`config.mk`:
```
export PLATFORM = sky130hd
export DESIGN_NAME = rst_cause_reg
export DESIGN_NICKNAME = d
export VERILOG_FILES = /design/src/rtl/rcr_pkg.sv /design/src/rtl/rcr_sync.sv /design/src/rtl/rcr_flag_core.sv /design/src/rtl/rcr_bus_if.sv /design/src/rtl/rst_cause_reg.sv
export SDC_FILE = /design/constraint.sdc
export NUM_CORES = 1
export LEC_CHECK = 0
export ABC_CLOCK_PERIOD_IN_PS = 800
export BUFFER_PORTS_ARGS = -buffer_cell sky130_fd_sc_hd__buf_2
export CORE_UTILIZATION = 40
export CTS_BUF_LIST = sky130_fd_sc_hd__clkbuf_2
export DETAILED_ROUTE_END_ITERATION = 8
export HOLD_SLACK_MARGIN = 0.15
export PLACE_DENSITY_LB_ADDON = 0.08
export SLEW_MARGIN = 20
export SYNTH_ARGS = -nofsm -noshare
export SYNTH_HDL_FRONTEND = slang
export SYNTH_SLANG_ARGS = --single-unit
```
`constraint.sdc`:
```
create_clock -name clk -period 0.8 [get_ports clk]
set_input_delay 0.08 -clock clk [delete_from_list [all_inputs] [get_ports clk]]
set_output_delay 0.08 -clock clk [all_outputs]
set_load 0.005 [all_outputs]
```
`src/rtl/rcr_pkg.sv`:
```
package rcr_pkg;
    localparam int RCR_NSRC  = 5;
    localparam int IDX_POR   = 0;
    localparam int IDX_EXT   = 1;
    localparam int IDX_BOD   = 2;
    localparam int IDX_WDT   = 3;
    localparam int IDX_DBG   = 4;

    typedef logic [RCR_NSRC-1:0] flag_vec_t;

    typedef struct packed {
        flag_vec_t flags;
    } core_state_t;
endpackage

```
`src/rtl/rcr_sync.sv`:
```
module rcr_sync #(
    parameter int STAGES = 2
) (
    input  logic clk,
    input  logic rst_n,
    input  logic async_i,
    output logic sync_o
);
    logic [STAGES-1:0] chain_d, chain_q;

    always_comb begin
        chain_d    = chain_q << 1;
        chain_d[0] = async_i;
    end

    always_ff @(posedge clk or negedge rst_n) begin
        if (!rst_n) chain_q <= '0;
        else        chain_q <= chain_d;
    end

    assign sync_o = chain_q[STAGES-1];

    // the output follows the input delayed through the chain
    AST_SYNC_SHIFT: assert property (@(posedge clk) disable iff (!rst_n)
        chain_q[0] |=> (chain_d[STAGES-1:0] != '0 || STAGES == 1 || chain_q[STAGES > 1 ? 1 : 0]));
endmodule

```
`src/rtl/rcr_flag_core.sv`:
```
module rcr_flag_core
    import rcr_pkg::*;
(
    input  logic      clk,
    input  logic      rst_n,
    input  flag_vec_t set_i,
    input  logic      wr_i,
    input  flag_vec_t wmask_i,
    output flag_vec_t flags_o
);
    core_state_t st_d, st_q;

    always_comb begin
        st_d = st_q;
        if (wr_i)
            st_d.flags = st_q.flags & wmask_i;
        if (set_i[IDX_POR])
            st_d.flags = flag_vec_t'(1) << IDX_POR;
        st_d.flags = st_d.flags | set_i;
    end

    always_ff @(posedge clk or negedge rst_n) begin
        if (!rst_n) st_q <= '0;
        else        st_q <= st_d;
    end

    assign flags_o = st_q.flags;

    for (genvar g = 0; g < RCR_NSRC; g++) begin : g_set_chk
        AST_SET_WINS: assert property (@(posedge clk) disable iff (!rst_n)
            set_i[g] |=> st_q.flags[g]);
    end

    AST_POR_CLEARS: assert property (@(posedge clk) disable iff (!rst_n)
        (set_i[IDX_POR] && set_i[IDX_DBG:IDX_BOD] == '0) |=> st_q.flags[IDX_DBG:IDX_BOD] == '0);

    AST_IDLE_HOLDS: assert property (@(posedge clk) disable iff (!rst_n)
        (!wr_i && set_i == '0) |=> $stable(st_q.flags));

    AST_ONES_KEEP: assert property (@(posedge clk) disable iff (!rst_n)
        (wr_i && !set_i[IDX_POR]) |=>
            ((st_q.flags & $past(st_q.flags & wmask_i)) == $past(st_q.flags & wmask_i)));

    AST_POR_ONLY_SW: assert property (@(posedge clk) disable iff (!rst_n)
        (st_q.flags[IDX_POR] && !wr_i) |=> st_q.flags[IDX_POR]);
endmodule

```
`src/rtl/rcr_bus_if.sv`:
```
module rcr_bus_if
    import rcr_pkg::*;
#(
    parameter int DATA_W = 8
) (
    input  logic              clk,
    input  logic              rst_n,
    input  logic              sel_i,
    input  logic              we_i,
    input  logic [DATA_W-1:0] wdata_i,
    input  flag_vec_t         flags_i,
    output logic              wr_o,
    output flag_vec_t         wmask_o,
    output logic [DATA_W-1:0] rdata_o
);
    localparam int RSVD_W = DATA_W - RCR_NSRC;

    always_comb begin
        wr_o    = sel_i & we_i;
        wmask_o = wdata_i[RCR_NSRC-1:0];
        rdata_o = '0;
        if (sel_i)
            rdata_o = {{RSVD_W{1'b0}}, flags_i};
    end

    AST_RSVD_ZERO: assert property (@(posedge clk) disable iff (!rst_n)
        rdata_o[DATA_W-1:RCR_NSRC] == '0);

    AST_WRITE_NEEDS_SEL: assert property (@(posedge clk) disable iff (!rst_n)
        wr_o |-> sel_i);
endmodule

```
`src/rtl/rst_cause_reg.sv`:
```
module rst_cause_reg
    import rcr_pkg::*;
#(
    parameter int DATA_W      = 8,
    parameter int SYNC_STAGES = 2
) (
    input  logic              clk,
    input  logic              rst_n,
    input  logic              src_por,
    input  logic              src_ext,
    input  logic              src_bod,
    input  logic              src_wdt,
    input  logic              src_dbg,
    input  logic              cpu_sel,
    input  logic              cpu_we,
    input  logic [DATA_W-1:0] cpu_wdata,
    output logic [DATA_W-1:0] cpu_rdata
);
    flag_vec_t raw_src, sync_src, flags, wmask;
    logic      wr;

    always_comb begin
        raw_src          = '0;
        raw_src[IDX_POR] = src_por;
        raw_src[IDX_EXT] = src_ext;
        raw_src[IDX_BOD] = src_bod;
        raw_src[IDX_WDT] = src_wdt;
        raw_src[IDX_DBG] = src_dbg;
    end

    for (genvar g = 0; g < RCR_NSRC; g++) begin : g_sync
        rcr_sync #(.STAGES(SYNC_STAGES)) u_sync (
            .clk     (clk),
            .rst_n   (rst_n),
            .async_i (raw_src[g]),
            .sync_o  (sync_src[g])
        );
    end

    rcr_bus_if #(.DATA_W(DATA_W)) u_bus (
        .clk     (clk),
        .rst_n   (rst_n),
        .sel_i   (cpu_sel),
        .we_i    (cpu_we),
        .wdata_i (cpu_wdata),
        .flags_i (flags),
        .wr_o    (wr),
        .wmask_o (wmask),
        .rdata_o (cpu_rdata)
    );

    rcr_flag_core u_core (
        .clk     (clk),
        .rst_n   (rst_n),
        .set_i   (sync_src),
        .wr_i    (wr),
        .wmask_i (wmask),
        .flags_o (flags)
    );

    AST_DESEL_READ_ZERO: assert property (@(posedge clk) disable iff (!rst_n)
        !cpu_sel |-> cpu_rdata == '0);
endmodule

```
==> out/metrics.cfg, run 1 <==
[die]
dieArea_mm2 = 0.001548
rows = 13
die_x_um = 39.35
io_pins = 25
die_h_um = 39.35
start_util = 0.4288
core-area_mm2 = 0.001301

[sta]
rsz0062_at_grt = true
slew_violations = 0
finClkSkew_ns = 0.006611
min_period_ns = 0.9926
setup-tns-final_ns = -0.9322
hold_viol_final = 0
setup_viol = 7
setup_slack_ns = -0.1926
hold_slack_ns = 0.1552
max_freq_mhz = 1008
period_share = 1.241

[placement]
dpl_worst_slack_ns = -0.0002156
routabilityCongestion = 0.5812
port_buffers = 18
dpl_cell_area_um2 = 651.9
dp.cells = 72

[synth]
synthSimpleGateAreaFrac = 0.1570
ys_ff_latch = 15
netlist_top_cells_area = dfrtp_1 67%, a2bb2oi_2 11%, and2_1 5.6%
synth_most_common_cell = dfrtp_1
yosysUniqueCellTypes = 9
synth-seq-area-share = 0.6726
netlist_area_um2 = 558.0
syn_area_per_cell_um2 = 13.95
yosysTopAreaCell = dfrtp_1
synth_top_family_by_area = simple AND/OR/NAND/NOR gates
synth_edf_count = 0
synth_common_cells = 15 x dfrtp_1, 6 x nor2_1, 5 x and2_1
synth_ff_type = dfrtp_1
synth_cells = 40
muxShareOfSynthArea = 0
ys_warn_count = 0
synthAdderAreaFrac = 0
synth_xor_area_frac = 0
synth_top_cell_area_share = 0.6726
synth_compound_area_frac = 0.1233
postSynth.asyncResetShare = 1.000

[detailed_routing]
ant_nets = 0
viasPerCell = 4.391
avgRoutedWirePerCell_um = 9.862
drc_errors = 0
dr.pass1.iters = 2
wl_um = 858
dr.first_iter.drc_count = 1
via_count = 382

[power]
ir_worst_vdd_uv = 1086
p_seq_frac = 0.609
p_total_mw = 1.359
switching_share = 0.2206
p_int_mw = 1.059
cellPowerDensity_mw_per_mm2 = 1708
clockPowerShare = 0.250
p_sw_mw = 0.3000
power_leakage_nw = 0.3768
comb_power_share = 0.141

[clock_tree]
cts_root_buf = clkbuf_2
htree_num_levels = 1
cts_setup_buffers = 0
clkLatencyLatePin_ns = 0.26
cts_buffer_depth = 2
ctsHoldBuffers = 11
cts.sinks = 15
clkTransAtPathRegs_ns = 0.13
cts_buffers = 3
cts_tree = done

[critical_path]
ff2ff_setup_slack_ns = -0.01
max_stage_delay_ns = 0.40
cpLargestDelayFamily = flip-flops
crit_slowest_cell = dfrtp_1
crit_path_max_fanout = 2
path_class = flop to output port
crit_chain = and2_1, buf_2
end_kind = output port
r2r_cells = 2
worst_setup_path_start_kind = flop
cp_num_buf_inv = 1
required_ns = 0.72
r2r_start = g_sync[0].u_sync.chain_q[1]
crit_arrival_ns = 0.91
timing.rr.end = u_core.flags_o[1]

[cells_and_area]
fin_cells = 87
utilization = 0.6115
drive_above_1_share = 0.4722
synthToLayoutAreaGrowth_pct = 42.60
fin_area_um2 = 795.8
ff_latch_area_um2 = 376.6
nFillCells = 115
multi_input_area_um2 = 180.2
antennaDiodeCount = 0
fin_nets = 90

[min_path]
hold_path_end = u_core.flags_o[0]
hold_class = input pin to flop
min_path_cells = 3
worstHoldStart = cpu_we

[global_routing]
grt_pass1_wl_um = 1373
grtUsageTotal = 0.1357
grt_max_degree = 16
antenna_found_initial = 0
grt-ovfl-total = 0
grt_pass1_vias = 373

[status]
violations = setup timing
status = finished, violations left

[run]
drv_cap = 0

## power by group through the flow
| stage | Sequential, mW | Combinational (mW) | Clock [mW] |
|---|---|---|---|
| finish | 0.828 | 0.192 | 0.339 |
| global route | 0.836 | 0.214 | 0.394 |
| CTS | 0.828 | 0.190 | 0.364 |
| detailed placement | 0.843 | 0.149 | 0 |
| global placement | 0.837 | 0.142 | 0 |
| floorplan | 0.834 | 0.0898 | 0 |
## registers in the layout (all words and copies together), names as in the netlist
signal	count
g_sync.u_sync.chain_q	10
u_core.flags_o	5
## cells by family (layout without fill, tap and decap cells)
logic type | Yosys count | count (layout)
simple gates | 16 | 16
buf+inv | 3 | 33
other cells | 1 | 3
flops | 15 | 15
compound gates | 5 | 5
## layout by cell type, fill, tap and decap left out, types with 3 or more instances in the layout
master / instances
conb_1: 3
dfrtp_1: 14
dlygate4sd3_1: 11
nor2b_2: 4
buf_2: 18
a2bb2oi_2: 4
and2_1: 5
clkbuf_2: 4
nor2_1: 5
## per-layer routing
| metal | track usage | vias up | wire, um |
|---|---|---|---|
| met5 | 0 | - | 0 |
| met4 | 0.07759 | 0 | 0 |
| met3 | 0.01705 | 0 | 57 |
| met2 | 0.2625 | 18 | 494 |
| met1 | 0.1353 | 179 | 306 |
| li1 | - | 185 | - |
## worst max-delay path by stage
stage                                           start                end  cells past startpoint
after floorplan           g_sync[0].u_sync.chain_q[1]  u_core.flags_o[1]                      2
after global placement    g_sync[0].u_sync.chain_q[1]  u_core.flags_o[2]                      2
after detailed placement  g_sync[0].u_sync.chain_q[1]  u_core.flags_o[4]                      2
after CTS                           u_core.flags_o[2]       cpu_rdata[2]                      2
after global routing                u_core.flags_o[0]       cpu_rdata[0]                      2
final                               u_core.flags_o[0]       cpu_rdata[0]                      2
## what timing repair did
action | 4_1_cts | 5_1_grt
cloned | 0 | 0
endpoints found under the hold margin | 25 | 4
endpoints found under the setup margin | 9 | 10
pin swaps | 3 | 0
gates resized for setup | 0 | 6
## worst register-to-register path: cells and delay by family (launching register included)
| family | cells | cell delay, ns |
|---|---|---|
| AOI/OAI and AO/OA | 1 | 0.13 |
| DFF | 1 | 0.48 |
| and+or+nand+nor | 1 | 0.14 |
## final cells by class
cell class | count | share of cell area
clock buffers | 4 | 0.02516
multi-input cells | 24 | 0.2264
flip-flops and latches | 15 | 0.4733
well taps | 15 | 0.02358
repair buffers | 29 | 0.2516
Note: power is estimated with default switching activity, not from simulation.
==> inputs of run 2 (changes only) <==
ABC_AREA = 1   (was unset)
TNS_END_PERCENT = 20   (was unset)
==> out/metrics.cfg, run 2 <==
[synth]
yosysUniqueCellTypes = 8  ; -1
ys_ff_latch = 15  ; unchanged
synth_common_cells = 19 x inv_1, 15 x dfrtp_1, 15 x nand2_1
netlist_top_cells_area = dfrtp_1 65%, inv_1 12%, nand2_1 9.7%
ys_warn_count = 0  ; unchanged
synth_ff_type = dfrtp_1
synth_cells = 63  ; +57%
yosysTopAreaCell = dfrtp_1
synth_top_cell_area_share = 0.6466  ; -0.02609
postSynth.asyncResetShare = 1.000  ; unchanged
synth_edf_count = 0  ; unchanged
synth-seq-area-share = 0.6466  ; -0.02609
netlist_area_um2 = 580.6  ; +4.0%
synth_most_common_cell = inv_1
syn_area_per_cell_um2 = 9.215  ; -34%

[cells_and_area]
top_register = g_sync.u_sync.chain_q
antennaDiodeCount = 0  ; unchanged
largest_reg_flops = 10  ; unchanged
synthToLayoutAreaGrowth_pct = 39.01
nFillCells = 114  ; -0.87%
fin_cells = 110  ; +26%
mostFrequentLayoutCells = 19 x inv_1, 17 x buf_2, 15 x nand2_1
final_common_cell = inv_1
fin_nets = 113  ; +26%
drive_above_1_share = 0.2421  ; -0.2301

[sta]
setup_slack_ns = -0.1475  ; +0.04507 ns
slew_violations = 0  ; unchanged
period_share = 1.184  ; -0.05634
max_freq_mhz = 1055  ; +4.8%
rsz0062_at_grt = true
finClkSkew_ns = 0.005421  ; -0.001191 ns
setup_viol = 5  ; -2
hold_viol_final = 0  ; unchanged
setup-tns-final_ns = -0.6777  ; +0.2546 ns
min_period_ns = 0.9475  ; -0.04507 ns

[detailed_routing]
drc_errors = 0  ; unchanged
dr.pass1.iters = 1  ; -1
wl_um = 852  ; -0.70%
via_count = 421  ; +10%
viasPerCell = 3.827  ; -13%
dr.first_iter.drc_count = 0  ; -1
avgRoutedWirePerCell_um = 7.745  ; -21%
ant_nets = 0  ; unchanged

[die]
dieArea_mm2 = 0.001608  ; +3.8%
die_h_um = 40.10  ; +1.9%
die_x_um = 40.10  ; +1.9%
start_util = 0.4406  ; +0.01180
rows = 13  ; unchanged
core-area_mm2 = 0.001318  ; +1.2%
io_pins = 25  ; unchanged

[critical_path]
crit_slowest_cell = dfrtp_1
worst_setup_path_start_kind = flop
crit_chain = nand2_1, inv_1, buf_2
required_ns = 0.72  ; about the same
crit_arrival_ns = 0.87  ; -0.04 ns
cp_num_buf_inv = 2  ; +1
path_class = flop to output port
cpLargestDelayFamily = flip-flops
crit_path_max_fanout = 2  ; unchanged
end_kind = output port
max_stage_delay_ns = 0.40  ; about the same

[clock_tree]
cts_buffer_depth = 2  ; unchanged
cts_tree = done
cts_root_buf = clkbuf_2
clkTransAtPathRegs_ns = 0.13  ; about the same
cts_setup_buffers = 0  ; unchanged
cts.sinks = 15  ; unchanged
clkLatencyLatePin_ns = 0.26  ; about the same
htree_num_levels = 1  ; unchanged
cts_buffers = 3  ; unchanged

[status]
violations = setup timing
status = finished, violations left

[power]
cellPowerDensity_mw_per_mm2 = 1649  ; -3.5%
power_leakage_nw = 0.4896  ; +30%
ir_worst_vdd_uv = 1124  ; +3.5%

[placement]
place_hpwl_um = 512.3
routabilityCongestion = 0.5671  ; -2.4%
port_buffers = 18  ; unchanged
dp.cells = 94  ; +31%

[global_routing]
grt_pass1_wl_um = 1297  ; -5.5%
antenna_found_initial = 0  ; unchanged
grtUsageTotal = 0.1293  ; -0.006356
grt_pass1_vias = 338  ; -9.4%
grt_max_degree = 16  ; unchanged
grt-ovfl-total = 0  ; unchanged

[run]
drv_cap = 0  ; unchanged

[min_path]
hold_class = input pin to flop

[run 2: layout make-up]
type / count / area (um2) / share of cell area
well taps: 15 / 18.77 / 0.02326
repair buffers: 30 / 212.7 / 0.2636
clock buffers: 4 / 20.02 / 0.02481
flip-flops and latches: 15 / 376.6 / 0.4667
multi-input cells: 27 / 107.6 / 0.1333
inverters: 19 / 71.32 / 0.08837
[run 2: path summary, 6_finish.rpt]
kind                                        startpoint                     endpoint  slack [ns]  depth (start not counted)
max                                  u_core.flags_o[3]                 cpu_rdata[3]       -0.15                          3
min                                            cpu_sel            u_core.flags_o[3]        0.18                          4
max reg2reg                g_sync[0].u_sync.chain_q[1]            u_core.flags_o[3]        0.08                          3
min reg2reg                g_sync[3].u_sync.chain_q[0]  g_sync[3].u_sync.chain_q[1]        0.37                          0
max in group asynchronous                        rst_n  g_sync[0].u_sync.chain_q[1]        0.30                          2
min in group asynchronous                        rst_n  g_sync[0].u_sync.chain_q[0]        0.24                          2
[run 2: timing repair]
item / in CTS / in global routing
setup endpoints to repair: 5 / 10
endpoints found under the hold margin: 25 / 0
resized for setup: 0 / 2
hold buffers: 12 / 0
[run 2: report_power, final]
| group | internal [mW] | total [mW] | switching, mW |
|---|---|---|---|
| clock network | 0.133 | 0.338 | 0.206 |
| logic | 0.0977 | 0.176 | 0.0778 |
| registers | 0.801 | 0.817 | 0.0159 |
[run 2: cells by family (layout without fill, tap and decap cells)]
| kind of cell | count (synthesis) | in the layout | share of synthesized area |
|---|---|---|---|
| flip-flops | 15 | 15 | 0.6466 |
| AND/OR/NAND/NOR | 24 | 24 | 0.1659 |
| buffers and inverters | 23 | 53 | 0.1810 |
| other | 1 | 3 | 0.006459 |
[run 2: through the flow]
stage / util / setup slack [ns] / instance area, um2 / hold slack [ns] / power [mW]
floorplan: - / 0.1559 / 588.1 / -0.2156 / 0.9059
global placement: 0.5033 / 0.1040 / 663.1 / -0.009452 / 0.9571
detailed placement: 0.5033 / 0.08740 / 663.1 / -0.007265 / 0.9623
CTS: 0.6097 / -0.1652 / 803.3 / 0.1742 / 1.352
global route: 0.6125 / -0.2435 / 807.0 / 0.1875 / 1.416
finish: 0.6125 / -0.1475 / 807.0 / 0.1849 / 1.330
[run 2: worst reg2reg max path, delay by kind of cell, from the launching register on]
| family | cells | cell delay, ns |
|---|---|---|
| flops | 1 | 0.46 |
| simple gates | 3 | 0.22 |
[run 2: routing by layer]
| metal | global-route usage | vias to the layer above | wire length (um) |
|---|---|---|---|
| li1 | - | 234 | - |
| met1 | 0.1573 | 166 | 411 |
| met2 | 0.2056 | 19 | 370 |
| met3 | 0.01667 | 2 | 58 |
| met4 | 0.1034 | 0 | 11 |
| met5 | 0 | - | 0 |
==> inputs of run 3 (changes only) <==
CORE_UTILIZATION = 42   (was 40)
==> out/metrics.cfg, run 3 (synthesized netlist as in run 2, its figures left out) <==
[power]
p_int_mw = 1.029  ; -0.18%
comb_power_share = 0.130  ; -0.002
clockPowerShare = 0.261  ; +0.007
p_sw_mw = 0.3134  ; +4.7%
p_total_mw = 1.343  ; +0.91%
power_leakage_nw = 0.4897  ; about the same
p_seq_frac = 0.608  ; -0.006
ir_worst_vdd_uv = 1035  ; -7.9%
cellPowerDensity_mw_per_mm2 = 1671  ; +1.4%
switching_share = 0.2334  ; +0.008416

[sta]
hold_viol_final = 0  ; unchanged
slew_violations = 0  ; unchanged
period_share = 1.232  ; +0.04750
setup_viol = 5  ; unchanged
min_period_ns = 0.9855  ; +0.03800 ns
max_freq_mhz = 1015  ; -3.9%
rsz0062_at_grt = true
setup_slack_ns = -0.1855  ; -0.03800 ns
hold_slack_ns = 0.1708  ; -0.01405 ns
finClkSkew_ns = 0.002438  ; -0.002982 ns

[detailed_routing]
viasPerCell = 3.809  ; -0.48%
drc_errors = 0  ; unchanged
dr.pass1.iters = 1  ; unchanged
ant_nets = 0  ; unchanged
wl_um = 901  ; +5.8%
dr.first_iter.drc_count = 0  ; unchanged
via_count = 419  ; -0.48%
avgRoutedWirePerCell_um = 8.191  ; +5.8%

[placement]
port_buffers = 18  ; unchanged
dpl_worst_slack_ns = 0.09089  ; +0.003482 ns
place_hpwl_um = 511.6  ; -0.14%
routabilityCongestion = 0.5550  ; -2.1%

[critical_path]
worst_setup_path_start_kind = flop
crit_path_max_fanout = 2  ; unchanged
required_ns = 0.72  ; about the same
end_kind = output port
max_stage_delay_ns = 0.40  ; about the same
path_class = flop to output port
crit_arrival_ns = 0.91  ; +0.04 ns
crit_slowest_cell = dfrtp_1
crit_chain = nand2_1, inv_1, buf_2

[die]
rows = 13  ; unchanged
die_h_um = 39.18  ; -2.3%
io_pins = 25  ; unchanged
dieArea_mm2 = 0.001535  ; -4.5%
core-area_mm2 = 0.001301  ; -1.2%
start_util = 0.4462  ; +0.005508
die_x_um = 39.18  ; -2.3%

[cells_and_area]
antennaDiodeCount = 0  ; unchanged
synthToLayoutAreaGrowth_pct = 38.36
top_register = g_sync.u_sync.chain_q
largest_reg_flops = 10  ; unchanged
mostFrequentLayoutCells = 19 x inv_1, 18 x buf_2, 15 x nand2_1, 15 x dfrtp_1, 12 x dlygate4sd3_1
drive_above_1_share = 0.2316  ; -0.01053
final_common_cell = inv_1
fin_nets = 113  ; unchanged
utilization = 0.6173  ; +0.004772

[clock_tree]
cts_buffers = 3  ; unchanged
htree_num_levels = 1  ; unchanged
cts_setup_buffers = 0  ; unchanged
clkLatencyLatePin_ns = 0.26  ; about the same
cts_buffer_depth = 2  ; unchanged
cts_tree = done
cts.sinks = 15  ; unchanged
cts_root_buf = clkbuf_2
clkTransAtPathRegs_ns = 0.13  ; about the same
cts_resized = 0  ; unchanged

[min_path]
hold_class = input pin to flop

[status]
violations = setup timing
status = finished, violations left

[global_routing]
grt-ovfl-total = 0  ; unchanged
grt_pass1_vias = 360  ; +6.5%
grtUsageTotal = 0.1420  ; +0.01263
grt_pass1_wl_um = 1324  ; +2.1%
grt_max_degree = 16  ; unchanged
antenna_found_initial = 0  ; unchanged

[run]
drv_cap = 0  ; unchanged

run 3: stage by stage:
| step | std cells | area (um2) | TNS (ns) |
|---|---|---|---|
| 6_report | 110 | 803.3 | -0.7667 |
| 5_1_grt | 110 | 803.3 | -1.223 |
| 4_1_cts | 110 | 803.3 | -0.8077 |
| 3_5_place_dp | 94 | 663.1 | 0 |
| 3_3_place_gp | 94 | 663.1 | 0 |
| 2_1_floorplan | 65 | 588.1 | 0 |
run 3: layout make-up:
cell class	instances	area, um2
Clock buffer	4	20.02
Fill cell	109	498.0
Inverter	19	71.32
Multi-Input combinational cell	27	107.6
Sequential cell	15	375.4
Tap cell	15	18.77
Timing Repair Buffer	30	210.2
run 3: power groups by stage:
| stage | clock, mW | combinational, mW | sequential [mW] |
|---|---|---|---|
| floorplan | 0 | 0.0774 | 0.828 |
| global placement | 0 | 0.127 | 0.830 |
| detailed placement | 0 | 0.130 | 0.832 |
| CTS | 0.362 | 0.174 | 0.817 |
| global route | 0.382 | 0.207 | 0.823 |
| finish | 0.351 | 0.175 | 0.816 |
run 3: final timing paths:
kind / from / to / slack, ns / cells past startpoint
min reg2reg: g_sync[0].u_sync.chain_q[0] / g_sync[0].u_sync.chain_q[1] / 0.36 / 0
max reg2reg: g_sync[0].u_sync.chain_q[1] / u_core.flags_o[1] / 0.07 / 3
min in group asynchronous: rst_n / g_sync[4].u_sync.chain_q[1] / 0.23 / 2
max in group asynchronous: rst_n / u_core.flags_o[3] / 0.34 / 2
min: cpu_sel / u_core.flags_o[1] / 0.17 / 4
max: u_core.flags_o[4] / cpu_rdata[4] / -0.19 / 3
run 3: routing by layer:
metal  global-route usage  vias to the layer above  wire length [um]
li1                     -                      232                 -
met1               0.1226                      166               377
met2               0.2708                       19               467
met3              0.01734                        2                43
met4               0.1293                        0                12
met5                    0                        -                 0
run 3: critical path, delay by kind of cell (launching register included):
| family | cells | cell delay (ns) |
|---|---|---|
| simple gates | 1 | 0.08 |
| buf+inv | 2 | 0.17 |
| flops | 1 | 0.40 |
run 3: what timing repair did:
item	4_1_cts	5_1_grt
setup endpoints to repair	5	8
endpoints found under the hold margin	25	0
hold buffers	12	0
